--- config.mk ---
export PLATFORM = sky130hd
export DESIGN_NAME = serial_ctrl_bank
export DESIGN_NICKNAME = d
export VERILOG_FILES = /design/src/rtl/serial_ctrl_bank.sv
export SDC_FILE = /design/constraint.sdc
export NUM_CORES = 1
export LEC_CHECK = 0
export ABC_CLOCK_PERIOD_IN_PS = 1600
export BUFFER_PORTS_ARGS = -buffer_cell sky130_fd_sc_hd__clkbuf_2
export CORE_MARGIN = 2
export CORE_UTILIZATION = 40
export CTS_CLUSTER_SIZE = 10
export DETAILED_ROUTE_END_ITERATION = 7
export PLACE_DENSITY_LB_ADDON = 0.05
export SETUP_SLACK_MARGIN = 0.1
export SYNTH_ARGS = -nofsm -noshare
export SYNTH_HDL_FRONTEND = slang
export SYNTH_SLANG_ARGS = --single-unit
--- constraint.sdc ---
create_clock -name clk -period 1.6 [get_ports clk]
set_input_delay 0.24 -clock clk [delete_from_list [all_inputs] [get_ports clk]]
set_output_delay 0.24 -clock clk [all_outputs]
set_load 0.03 [all_outputs]
--- src/rtl/serial_ctrl_bank.sv ---
module serial_ctrl_bank #(
  parameter int ADDR_W = 3,
  parameter int DATA_W = 5,
  parameter int SYNC_STAGES = 2
) (
  input  logic clk,
  input  logic rst_n,
  input  logic ser_clk,
  input  logic ser_dat,
  input  logic ser_en,
  output logic [(2**ADDR_W)*DATA_W-1:0] regs_o
);

  localparam int FRAME_W = ADDR_W + DATA_W;
  localparam int NREG    = 2**ADDR_W;
  localparam int CNT_W   = $clog2(FRAME_W + 1);
  localparam logic [CNT_W-1:0] CNT_FULL = CNT_W'(FRAME_W);

  logic [SYNC_STAGES-1:0] clk_sync, dat_sync, en_sync;
  logic clk_s, dat_s, en_s;
  logic clk_p, en_p;
  logic sclk_rise, en_rise, en_fall;
  logic [FRAME_W-1:0] shreg;
  logic [CNT_W-1:0] bit_cnt;
  logic frame_ok;
  logic [ADDR_W-1:0] wr_addr;
  logic [DATA_W-1:0] wr_data;
  logic [DATA_W-1:0] regs_q [NREG];

  always_ff @(posedge clk or negedge rst_n) begin
    if (!rst_n) begin
      clk_sync <= '0;
      dat_sync <= '0;
      en_sync  <= '0;
      clk_p    <= 1'b0;
      en_p     <= 1'b0;
    end else begin
      clk_sync <= {clk_sync[SYNC_STAGES-2:0], ser_clk};
      dat_sync <= {dat_sync[SYNC_STAGES-2:0], ser_dat};
      en_sync  <= {en_sync[SYNC_STAGES-2:0],  ser_en};
      clk_p    <= clk_s;
      en_p     <= en_s;
    end
  end

  assign clk_s = clk_sync[SYNC_STAGES-1];
  assign dat_s = dat_sync[SYNC_STAGES-1];
  assign en_s  = en_sync[SYNC_STAGES-1];

  assign sclk_rise = en_s && clk_s && !clk_p;
  assign en_rise   = en_s && !en_p;
  assign en_fall   = !en_s && en_p;

  always_ff @(posedge clk or negedge rst_n) begin
    if (!rst_n) begin
      shreg   <= '0;
      bit_cnt <= '0;
    end else if (en_rise) begin
      bit_cnt <= '0;
    end else if (sclk_rise) begin
      shreg <= {dat_s, shreg[FRAME_W-1:1]};
      if (bit_cnt != CNT_FULL) bit_cnt <= bit_cnt + 1'b1;
    end
  end

  assign frame_ok = (bit_cnt == CNT_FULL);
  assign wr_addr  = shreg[FRAME_W-1:DATA_W];
  assign wr_data  = shreg[DATA_W-1:0];

  for (genvar k = 0; k < NREG; k++) begin : g_reg
    always_ff @(posedge clk or negedge rst_n) begin
      if (!rst_n)
        regs_q[k] <= '0;
      else if (en_fall && frame_ok && wr_addr == ADDR_W'(k))
        regs_q[k] <= wr_data;
    end
    assign regs_o[k*DATA_W +: DATA_W] = regs_q[k];


    other_reg_hold_chk: assert property (@(posedge clk) disable iff (!rst_n)
      (en_fall && wr_addr != ADDR_W'(k)) |=> $stable(regs_o[k*DATA_W +: DATA_W]));
  end


  cnt_bound_chk: assert property (@(posedge clk) disable iff (!rst_n)
    bit_cnt <= CNT_FULL);


  idle_shift_chk: assert property (@(posedge clk) disable iff (!rst_n)
    !en_s |=> $stable(shreg));


  short_frame_chk: assert property (@(posedge clk) disable iff (!rst_n)
    (en_fall && !frame_ok) |=> $stable(regs_o));


  commit_edge_chk: assert property (@(posedge clk) disable iff (!rst_n)
    !en_fall |=> $stable(regs_o));

endmodule

# Word level (Yosys, flattened, before mapping)
# Cells that the tools add are included.
classes:
  bitwise_logic: 1
  muxes: 3
  n_addsub: 1
  eq_ne: 9
  reduce_logical: 21
op_table:
  columns: ["operator", "n"]
  rows:
  - ["logical AND 1 bit", 13]
  - ["== test 3 bit, second input constant", 4]
  - ["two-way mux 4 bit", 3]
  - ["== test 3 x 2 -> 1 bit, second input constant", 2]
  - ["adder 4 x 1 -> 4 bit, second input constant", 1]
  - ["== test 4 bit, second input constant", 1]
  - ["inequality test 4 bit, second input constant", 1]
  - ["AND reduction 2 bit", 2]
  - ["nonzero test 2 bit", 2]
  - ["== test 3 x 1 -> 1 bit, second input constant", 1]
  - ["zero test 1 bit", 3]
  - ["zero test 3 bit", 1]
  - ["inverter 1 bit", 1]
totals:
  ff_bits: 60
  out_inout_bits: 40
  inputBits: 5
  word_cells: 50

# Logic depth before layout (Yosys ltp)
# Gate-level depths: netlist (run 1).
depth:
  depth_word: 4
  ltp_mapped: 5
  depth_no_buf: 5

# Worst setup path before layout (run 1)
# Ideal clock, no wire load.
synth_timing:
  kind: "register to register"
  startpoint: "reg bit_cnt[0]"
  endpoint: "reg regs_q (netlist bit regs_o[15])"
  slack_ps: 63
  path_buffers: 0
  t_required_ps: 1475
  arrival_time_ps: 1412
  path_stages_with_launch: 6
  path_cell_list: "dfrtp_1 -> inv_1 -> ha_1 -> nand3b_2 -> nor3_4 -> mux2_2"
synth_via:
  elab_chain_len: 3
synth_lines:
  columns: ["element", "line_no", "rtl"]
  rows:
  - ["start: declaration", "24", "logic [CNT_W-1:0] bit_cnt;"]
  - ["start signal: assignment", "62", "if (bit_cnt != CNT_FULL) bit_cnt <= bit_cnt + 1'b1;"]
  - ["== test 4 bit", "66", "assign frame_ok = (bit_cnt == CNT_FULL);"]
  - ["logical AND 1 bit (2 in a row)", "74", "else if (en_fall && frame_ok && wr_addr == ADDR_W'(k))"]
  - ["end signal: indexed assignment", "75", "regs_q[k] <= wr_data;"]
  - ["end: declaration", "28", "logic [DATA_W-1:0] regs_q [NREG];"]
# No other way between the ends.
# A chain may end at the register's enable or synchronous reset.

# Worst setup path after layout (run 1)
layout_timing:
  startpoint: "reg bit_cnt[0]"
  endpoint: "reg regs_q (netlist bit regs_o[36])"
# The elaborated chain is that of the path after synthesis.

==> impl_metrics.yaml, run 1 <==
sta:
  finalHoldViolCount: 0
  clock.fmax_mhz: 643.6
  setup_viol: 0
  worstMarginPinSlew_ps: 431.6
  worst_slack_ps: 46.23
  drv_slew: 0
  final.setup_skew_ps: 8.782
  post-route-min-period_ps: 1554
  slew_headroom: 0.7123
  period_share: 0.9711
  grt_setup_unrepaired: "true"
logic_synthesis:
  synthAdderAreaFrac: 0.01068
  synth_compound_area_frac: 0
  synthMuxAreaShare: 0.2477
  ys_ff_latch: 60
  synth_area_mm2: 0.002343
  synth-simple-area-share: 0.08809
  netlist_instances: 151
  synthXorXnorAreaFrac: 0
  avgSynthCellArea_um2: 15.52
  yosysWarnings: 0
  syn-num-nets: 158
  synth_top_family_by_area: "multiplexers"
  ys_seq_area_frac: 0.6407
  ys_types: 18
global_route:
  antenna_found_initial: 0
  grt_pass1_vias: 1555
  grt_max_degree: 61
  grt_usage: 0.1657
  gr-total-overflow: 0
  grt_pass1_wl_mm: 7.707
routing:
  antenna_left: 0
  drc_errors: 0
  dr.pass1.iters: 3
  drt_iter0_drc: 60
  post_drt_wl_per_cell_um: 16.23
  routed-via-count: 1451
  totalWireLength_mm: 4.805
  avgViaCountPerCell: 4.902
clocking:
  clk_latency_ps: 330
  cts_sinks: 60
  clk_path_buf_depth: 2
  root_buffer: "clkbuf_8"
  cts_tree: "yes"
  htree_num_levels: 3
  cts.clk_slew.worst_paths_ps: 70
  cts_made_buffers: 9
critical_path:
  max_stage_delay_ps: 390
  cp_num_cells: 6
  r2r_cells: 6
  critical_path_arrival_ps: 1760
  worst_path_max_delay_cell: "dfrtp_1"
  critical_path.top_delay_family: "flip-flops"
  cp_num_buf_inv: 2
  worstPathCellList: "inv_2, ha_4, nand3b_4, nor3_4, buf_4, mux2_4"
  cp-start-kind: "flip-flop"
  required_ps: 1810
  critical_path.max_fanout: 3
  endpoint_kind: "flip-flop"
  crit_type: "reg -> reg"
final_layout:
  drive_above_1_share: 0.6205
  finalInstanceArea_mm2: 0.003148
  utilization: 0.5648
  synthToLayoutAreaGrowth_pct: 34.33
  fin_nets: 228
  fill_cells: 448
  final_common_cell: "dfrtp_1"
  layout_common_cells: "dfrtp_1 (60), clkbuf_2 (44), mux2_2 (35), mux2_4 (13), buf_4 (12)"
  antenna_cells: 0
placed_design:
  port-buffer-count: 44
  place_congestion: 0.7285
  pre_cts_ws_ps: 22.10
  place_area_mm2: 0.002734
  dpl.hpwl_mm: 3.157
worst_hold_path:
  min_path_cells: 1
  hold_class: "in -> reg"
die:
  rows: 27
  core_mm2: 0.005574
  die_y_um: 80.54
  die-area_mm2: 0.006487
  initial_core_util: 0.4204
  io_pins: 45
  die_width_um: 80.54
pwr:
  total_power_mw: 3.275
  p_leak_nw: 1.769
  cellPowerDensity_mw_per_mm2: 1040
  peakVddDrop_mv: 0.5707
status:
  outcome: "complete, no violations"
job:
  maxCapViolations: 0
==> synthesized netlist by cell type <==
library cell / instances / area share
dfrtp_1: 60 / 0.64
mux2_2: 48 / 0.23
nand2_1: 14 / 0.022
buf_1: 4 / 0.0064
mux2i_1: 4 / 0.017
and4bb_2: 3 / 0.016
inv_1: 3 / 0.0048
nand2b_1: 3 / 0.0080
ha_1: 2 / 0.011
nor3_4: 2 / 0.014
and3b_1: 1 / 0.0037
and4b_1: 1 / 0.0043
clkbuf_1: 1 / 0.0016
nand3_1: 1 / 0.0021
nand3b_2: 1 / 0.0048
nand4_1: 1 / 0.0027
nand4b_1: 1 / 0.0037
nor4b_2: 1 / 0.0064
==> area by class of cell <==
| cell class | instances | area, um^2 | share of cell area |
|---|---|---|---|
| sequential | 60 | 1501 | 0.4769 |
| multi-input combinational | 83 | 940.9 | 0.2989 |
| timing repair buffer | 64 | 414.1 | 0.1316 |
| clock buffer | 12 | 155.1 | 0.04928 |
| tap | 72 | 90.09 | 0.02862 |
| clock inverter | 2 | 35.03 | 0.01113 |
| inverter | 3 | 11.26 | 0.003577 |
==> registers in the layout, indices dropped and copies added (netlist names) <==
name / flops
regs_o: 40
bit_cnt: 4
en_sync: 2
clk_p: 1
clk_sync: 2
dat_sync: 2
shreg: 8
en_p: 1
==> power by group <==
group / leakage, nW / internal (mW) / total [mW] / switching [mW]
logic: 0.858 / 0.144 / 0.276 / 0.132
registers: 0.813 / 1.58 / 1.68 / 0.102
clock network: 0.0983 / 0.785 / 1.32 / 0.536
==> layer usage <==
metal,track usage,up-vias,routed length [um]
li1,-,672,-
met1,0.2069,730,2116
met2,0.2625,39,2391
met3,0.04157,10,203
met4,0.09153,0,95
met5,0,-,0
==> worst reg2reg max path: stages (launching register included) <==
cell and delay [ps]:
dfrtp_1 390, inv_2 80, ha_4 150, nand3b_4 120
nor3_4 260, buf_4 160, mux2_4 280
==> what timing repair did <==
action	CTS	global route
setup buffers	8	2
pin swaps	2	3
setup endpoints to repair	33	38
gates resized for setup	12	21
hold buffers	1	2
endpoints found under the hold margin	60	2
==> cells by family (layout without fill, tap and decap cells) <==
logic type    Yosys count  after routing
flops                  60             60
buf+inv                 8             81
simple gates           29             29
mux                    52             52
fa+ha+maj               2              2
==> through the flow <==
stage | setup TNS [ps] | hold WS, ps | instances
after CTS | 0 | 5.744 | 292
after detailed placement | 0 | 272.0 | 269
after global routing | -34.43 | 0.9804 | 296
after floorplan | 0 | -55.59 | 151
after global placement | 0 | 265.7 | 269
final | 0 | 20.80 | 296
==> path summary, 6_finish.rpt <==
kind / startpoint / endpoint / slack (ps)
min reg2reg: clk_sync[0]$_DFF_PN0_ / clk_sync[1]$_DFF_PN0_ / 350
min in group asynchronous: rst_n / regs_o[34]$_DFFE_PN0P_ / 450
max: bit_cnt[0]$_DFFE_PN0P_ / regs_o[36]$_DFFE_PN0P_ / 50
max reg2reg: bit_cnt[0]$_DFFE_PN0P_ / regs_o[36]$_DFFE_PN0P_ / 50
min: ser_en / en_sync[0]$_DFF_PN0_ / 20
max in group asynchronous: rst_n / regs_o[7]$_DFFE_PN0P_ / 880
(Power assumes the default switching activity.)
==> run 2: changes to the inputs <==
--- a/config.mk
+++ b/config.mk
@@ -9,6 +9,7 @@
 export BUFFER_PORTS_ARGS = -buffer_cell sky130_fd_sc_hd__clkbuf_2
 export CORE_MARGIN = 2
 export CORE_UTILIZATION = 40
+export CTS_BUF_LIST = sky130_fd_sc_hd__clkbuf_16
 export CTS_CLUSTER_SIZE = 10
 export DETAILED_ROUTE_END_ITERATION = 7
 export PLACE_DENSITY_LB_ADDON = 0.05
==> run 2 against run 1 <==
Compared with the run above:
- sequential cell count is the same
- register-to-register slack improved by 20 ps
- die area unchanged
- sequential share of layout area down 0.076 points
- global-route usage decreased by 0.14 points
- maximum frequency is 1.0% higher
- clock skew down 4.2 ps
- critical path depth fell by 3
- highest routed layer unchanged
==> impl_metrics.yaml, run 2 (synthesis results as in run 1) <==
status:
  outcome: "complete, no violations"
sta:
  grt_setup_unrepaired: "true"
  period_share: 0.9612
  drv_slew: 0
  final.setup_skew_ps: 4.595
  clock.fmax_mhz: 650.2
  finalHoldViolCount: 0
  post-route-min-period_ps: 1538
  slew_headroom: 0.7166
  tns_ps: 0
  setup_viol: 0
  worstMarginPinSlew_ps: 425.1
global_route:
  gr-total-overflow: 0
  grt_max_degree: 61
  antenna_found_initial: 0
  grt_usage: 0.1643
  grt_pass1_wl_mm: 7.603
  grt_pass1_vias: 1553
clocking:
  htree_num_levels: 3
  cts_made_buffers: 9
  clk_latency_ps: 320
  cts_tree: "yes"
  cts.clk_slew.worst_paths_ps: 50
  root_buffer: "clkbuf_16"
  clk_path_buf_depth: 2
  cts_sinks: 60
critical_path:
  worstPathCellList: "nand4b_1, nor3_4, mux2_2"
  worstSetupStartpoint: "en_sync[1]$_DFF_PN0_"
  crit_type: "reg -> reg"
  critical_path.max_fanout: 5
  critical_path_arrival_ps: 1730
  r2r-start: "en_sync[1]$_DFF_PN0_"
  cp_num_cells: 3
  endpoint_kind: "flip-flop"
  required_ps: 1800
  r2r_cells: 3
  cp-start-kind: "flip-flop"
  cp_num_buf_inv: 0
  critical_path.top_delay_family: "simple AND/OR/NAND/NOR gates"
  worst_path_max_delay_cell: "mux2_2"
  max_stage_delay_ps: 390
die:
  initial_core_util: 0.4204
  rows: 27
  io_pins: 45
  core_mm2: 0.005574
  die_width_um: 80.54
  die-area_mm2: 0.006487
  die_y_um: 80.54
final_layout:
  finalInstanceArea_mm2: 0.003153
  drive_above_1_share: 0.6171
  fin_nets: 226
  antenna_cells: 0
  utilization: 0.5657
  multiInputGateArea_um2: 888.4
  layout_common_cells: "dfrtp_1 (60), clkbuf_2 (44), mux2_2 (43), buf_4 (13), clkbuf_16 (9)"
  stdcell_count: 294
  largest_register_ffs: 40
  fill_cells: 449
  synthToLayoutAreaGrowth_pct: 34.54
  layout.area.seq_mm2: 0.001501
  final_common_cell: "dfrtp_1"
routing:
  avgViaCountPerCell: 4.861
  post_drt_wl_per_cell_um: 15.98
  drt_iter0_drc: 38
  routed-via-count: 1429
  dr.pass1.iters: 4
  drc_errors: 0
  totalWireLength_mm: 4.697
  antenna_left: 0
worst_hold_path:
  min_from: "ser_dat"
  min_path_cells: 1
  hold_class: "in -> reg"
placed_design:
  dp.cells: 269
  dpl.hpwl_mm: 3.157
  port-buffer-count: 44
  place_congestion: 0.7285
  place_area_mm2: 0.002734
pwr:
  total_power_mw: 3.687
  p_leak_nw: 1.742
  cellPowerDensity_mw_per_mm2: 1169
  peakVddDrop_mv: 0.6977
job:
  maxCapViolations: 0
-- run 2: cell types whose count changed in the layout (fill, tap and decap cells not counted), sizes merged --
| cell | before | now |
|---|---|---|
| inv | 3 | 4 |
| clkbuf | 56 | 53 |
| dlygate4sd3 | 3 | 1 |
| clkinv | 1 | 3 |
-- run 2: area by class of cell --
class	instances	share of cell area
multi-input combinational	83	0.2817
tap	72	0.02857
clock buffer	9	0.07143
timing repair buffer	62	0.1238
inverter	3	0.003571
clock inverter	5	0.01468
sequential	60	0.4762
-- run 2: final timing paths --
path	end	slack, ps
worst max-delay path	regs_o[15]$_DFFE_PN0P_	60
worst min-delay path	dat_sync[0]$_DFF_PN0_	30
worst max register to register	regs_o[15]$_DFFE_PN0P_	60
worst min register to register	clk_sync[1]$_DFF_PN0_	350
max in group asynchronous	regs_o[9]$_DFFE_PN0P_	870
min in group asynchronous	regs_o[34]$_DFFE_PN0P_	470
-- run 2: metrics by stage --
stage	hold WS (ps)	worst slack [ps]
floorplan	-55.59	108.9
global placement	265.7	58.85
detailed placement	272.0	22.10
CTS	18.44	66.73
global route	11.60	-0.9109
finish	27.84	62.05
-- run 2: repair_timing --
action | 4_1_cts | 5_1_grt
hold buffers | 1 | 0
hold endpoints to repair | 60 | 0
pin swaps | 2 | 1
setup buffers | 8 | 2
gates resized for setup | 12 | 8
endpoints found under the setup margin | 30 | 35
-- run 2: worst register-to-register path, cell delays in order (launching register included) --
cell,delay [ps]
dfrtp_1,360
nand4b_1,300
nor3_4,360
mux2_2,390
-- run 2: per-layer routing --
layer / global-route usage / routed length (um) / vias up
met2: 0.2608 / 2336 / 40
met4: 0.09153 / 91 / 0
li1: - / - / 667
met3: 0.04157 / 200 / 9
met5: 0 / 0 / -
met1: 0.2041 / 2069 / 713
-- run 2: where the power goes --
group | internal (mW) | switching, mW | total (mW)
Combinational | 0.138 | 0.112 | 0.250
Sequential | 1.58 | 0.110 | 1.69
Clock | 1.16 | 0.585 | 1.75
Total | 2.88 | 0.807 | 3.69
==> run 3: changes to the inputs <==
--- a/config.mk
+++ b/config.mk
@@ -5,6 +5,7 @@
 export SDC_FILE = /design/constraint.sdc
 export NUM_CORES = 1
 export LEC_CHECK = 0
+export ABC_AREA = 1
 export ABC_CLOCK_PERIOD_IN_PS = 1600
 export BUFFER_PORTS_ARGS = -buffer_cell sky130_fd_sc_hd__clkbuf_2
 export CORE_MARGIN = 2
==> run 3 against run 2 <==
Compared with the run above:
- non-clock buffer count shrank 10
- clock-buffer cell count stayed put
- sequential power is 5% lower
- sequential cell count unchanged
- combinational power about the same
- clock skew is 1.6 ps lower
- global-route usage rose by 1.1 points
- design area fell by 5.1%
- register-to-register slack better by 160 ps
==> impl_metrics.yaml, run 3 <==
final_layout:
  layout_common_cells: "dfrtp_1 (60), nand2_1 (59), o21ai_0 (46), clkbuf_2 (44), inv_1 (16)"
  utilization: 0.5435
  antenna_cells: 0
  largest_register_ffs: 40
  fill_cells: 503
  drive_above_1_share: 0.2648
  final_common_cell: "dfrtp_1"
  synthToLayoutAreaGrowth_pct: 31.94
  fin_nets: 289
  stdcell_count: 359
global_route:
  grt_usage: 0.1757
  antenna_found_initial: 0
  grt_pass1_wl_mm: 8.059
  grt_pass1_vias: 1618
  gr-total-overflow: 0
  grt_max_degree: 29
critical_path:
  critical_path_arrival_ps: 1560
  worst_path_max_delay_cell: "dfrtp_1"
  worstPathCellList: "inv_2, ha_4, nand3_4, nor2_8, buf_12, nand2_4, nand2_1, o21ai_0"
  required_ps: 1790
  r2r_cells: 8
  crit_type: "reg -> reg"
  critical_path.max_fanout: 10
  reg2reg_to: "regs_o[12]$_DFFE_PN0P_"
  r2r_setup_slack_ps: 230
  endpoint_kind: "flip-flop"
  r2r-start: "bit_cnt[0]$_DFFE_PN0P_"
  cp_num_buf_inv: 2
  cp-start-kind: "flip-flop"
  max_stage_delay_ps: 400
  critical_path.top_delay_family: "flip-flops"
worst_hold_path:
  min_from: "ser_en"
  worstHoldEndpoint: "en_sync[0]$_DFF_PN0_"
  hold_class: "in -> reg"
  min_path_cells: 1
clocking:
  cts.clk_slew.worst_paths_ps: 50
  htree_num_levels: 3
  cts_tree: "yes"
  cts_sinks: 60
  clk_latency_ps: 320
  cts_made_buffers: 9
  clk_path_buf_depth: 2
  root_buffer: "clkbuf_16"
routing:
  totalWireLength_mm: 4.723
  routed-via-count: 1690
  drc_errors: 0
  antenna_left: 0
  post_drt_wl_per_cell_um: 13.16
  dr.pass1.iters: 4
  avgViaCountPerCell: 4.708
  drt_iter0_drc: 90
logic_synthesis:
  yosysMostFrequentCell: "dfrtp_1"
  netlist_instances: 220
  synth_area_mm2: 0.002268
  avgSynthCellArea_um2: 10.31
  synthFlopType: "dfrtp_1"
  synth-async-reset-ratio: 1.000
  syn-num-nets: 227
  synth_edf_count: 0
  ys_ff_latch: 60
  synth_commonest_cells: "dfrtp_1 (60), nand2_1 (59), o21ai_0 (46)"
  yosysWarnings: 0
  yosys.area.top_type: "dfrtp_1"
  ys_types: 17
  synth_top_cell_area_share: 0.6619
  synth.area.top_cells: "dfrtp_1 (66%), o21ai_0 (10%), nand2_1 (9.8%)"
  ys_seq_area_frac: 0.6619
sta:
  finalHoldViolCount: 0
  worstMarginPinSlew_ps: 449.1
  final.setup_skew_ps: 3.006
  period_share: 0.8586
  tns_ps: 0
  drv_slew: 0
  clock.fmax_mhz: 727.9
  slew_headroom: 0.7006
  grt_setup_unrepaired: "false"
  setup_viol: 0
  post-route-min-period_ps: 1374
pwr:
  p_leak_nw: 1.589
  cellPowerDensity_mw_per_mm2: 1216
  peakVddDrop_mv: 0.6979
placed_design:
  dpl.hpwl_mm: 3.111
  place_congestion: 0.7966
  port-buffer-count: 44
  dp.cells: 336
die:
  initial_core_util: 0.4120
  die-area_mm2: 0.006289
  core_mm2: 0.005507
  rows: 27
  die_width_um: 79.31
  die_y_um: 79.31
  io_pins: 45
status:
  outcome: "complete, no violations"
job:
  maxCapViolations: 0
[run 3: changes by cell type in the layout (fill, tap and decap cells not counted), sizes merged, moves of 2 or more]
cell	change
mux2i	-4
nand3	+6
nand2b	-3
inv	+14
mux2	-48
o21ai	+50
buf	-10
nor2	+13
nand2	+54
and4bb	-3
nor3	-2
[run 3: cells by family (layout without fill, tap and decap cells)]
logic type               after synthesis  in the layout  share of synthesized area
AND/OR/NAND/NOR                       90             91                     0.1842
flip-flops                            60             60                     0.6619
AO/OA/AOI/OAI                         51             51                     0.1125
buffers and inverters                 16             82                    0.02648
adder cells (fa/ha/maj)                2              2                    0.01103
XOR/XNOR                               1              1                   0.003862
[run 3: report_power, final]
| part | internal [mW] | leakage (nW) | switching (mW) | total [mW] |
|---|---|---|---|---|
| Clock | 1.17 | 0.149 | 0.609 | 1.78 |
| Sequential | 1.57 | 0.812 | 0.0387 | 1.61 |
| Combinational | 0.0692 | 0.627 | 0.182 | 0.252 |
[run 3: timing repair]
| action | CTS | global route |
|---|---|---|
| gates cloned | 1 | 0 |
| hold buffers | 1 | 0 |
| buffers inserted | 3 | 2 |
| pin swaps | 2 | 1 |
| hold endpoints to repair | 14 | 0 |
| gates resized for setup | 6 | 3 |
| endpoints found under the setup margin | 13 | 40 |
[run 3: routing by layer]
metal	global-route usage	up-vias	wire length [um]
met4	0.1138	0	116
met3	0.03977	9	202
met2	0.2492	42	2031
met1	0.2416	787	2372
met5	0	-	0
li1	-	852	-
[run 3: cell type report]
class                           count  area, um^2  area share
Clock buffer                        9       225.2     0.07525
Clock inverter                      7       52.55     0.01756
Inverter                           14       52.55     0.01756
Multi-Input combinational cell    145       750.7      0.2508
Sequential cell                    60        1501      0.5017
Tap cell                           72       90.09     0.03010
Timing Repair Buffer               52       320.3      0.1070
[run 3: per-stage QoR]
| step | instance area, um^2 | setup WS (ps) | hold slack (ps) | power [mW] |
|---|---|---|---|---|
| global route | 2993 | 101.1 | 17.31 | 3.777 |
| floorplan | 2268 | 226.9 | -55.59 | 1.757 |
| detailed placement | 2611 | 72.04 | 215.0 | 1.862 |
| global placement | 2611 | 112.0 | 220.9 | 1.862 |
| finish | 2993 | 226.2 | 26.60 | 3.638 |
| CTS | 2968 | 114.6 | 17.14 | 3.673 |
[run 3: worst max-delay path by stage]
stage                           start                     end  slack (ps)  cells after the start
4_1_cts        bit_cnt[0]$_DFFE_PN0P_  regs_o[27]$_DFFE_PN0P_         110                      8
5_1_grt        bit_cnt[0]$_DFFE_PN0P_  regs_o[13]$_DFFE_PN0P_         100                      8
6_report       bit_cnt[0]$_DFFE_PN0P_  regs_o[12]$_DFFE_PN0P_         230                      8
2_1_floorplan  bit_cnt[0]$_DFFE_PN0P_  regs_o[22]$_DFFE_PN0P_         230                      7
3_5_place_dp   bit_cnt[0]$_DFFE_PN0P_  regs_o[27]$_DFFE_PN0P_          70                      7
3_3_place_gp   bit_cnt[0]$_DFFE_PN0P_  regs_o[15]$_DFFE_PN0P_         110                      7
[run 3: worst register-to-register path: stages, from the launching register on]
cell and delay, ps:
dfrtp_1 400, inv_2 100, ha_4 150, nand3_4 90, nor2_8 120, buf_12 140, nand2_4 90, nand2_1 70
o21ai_0 70
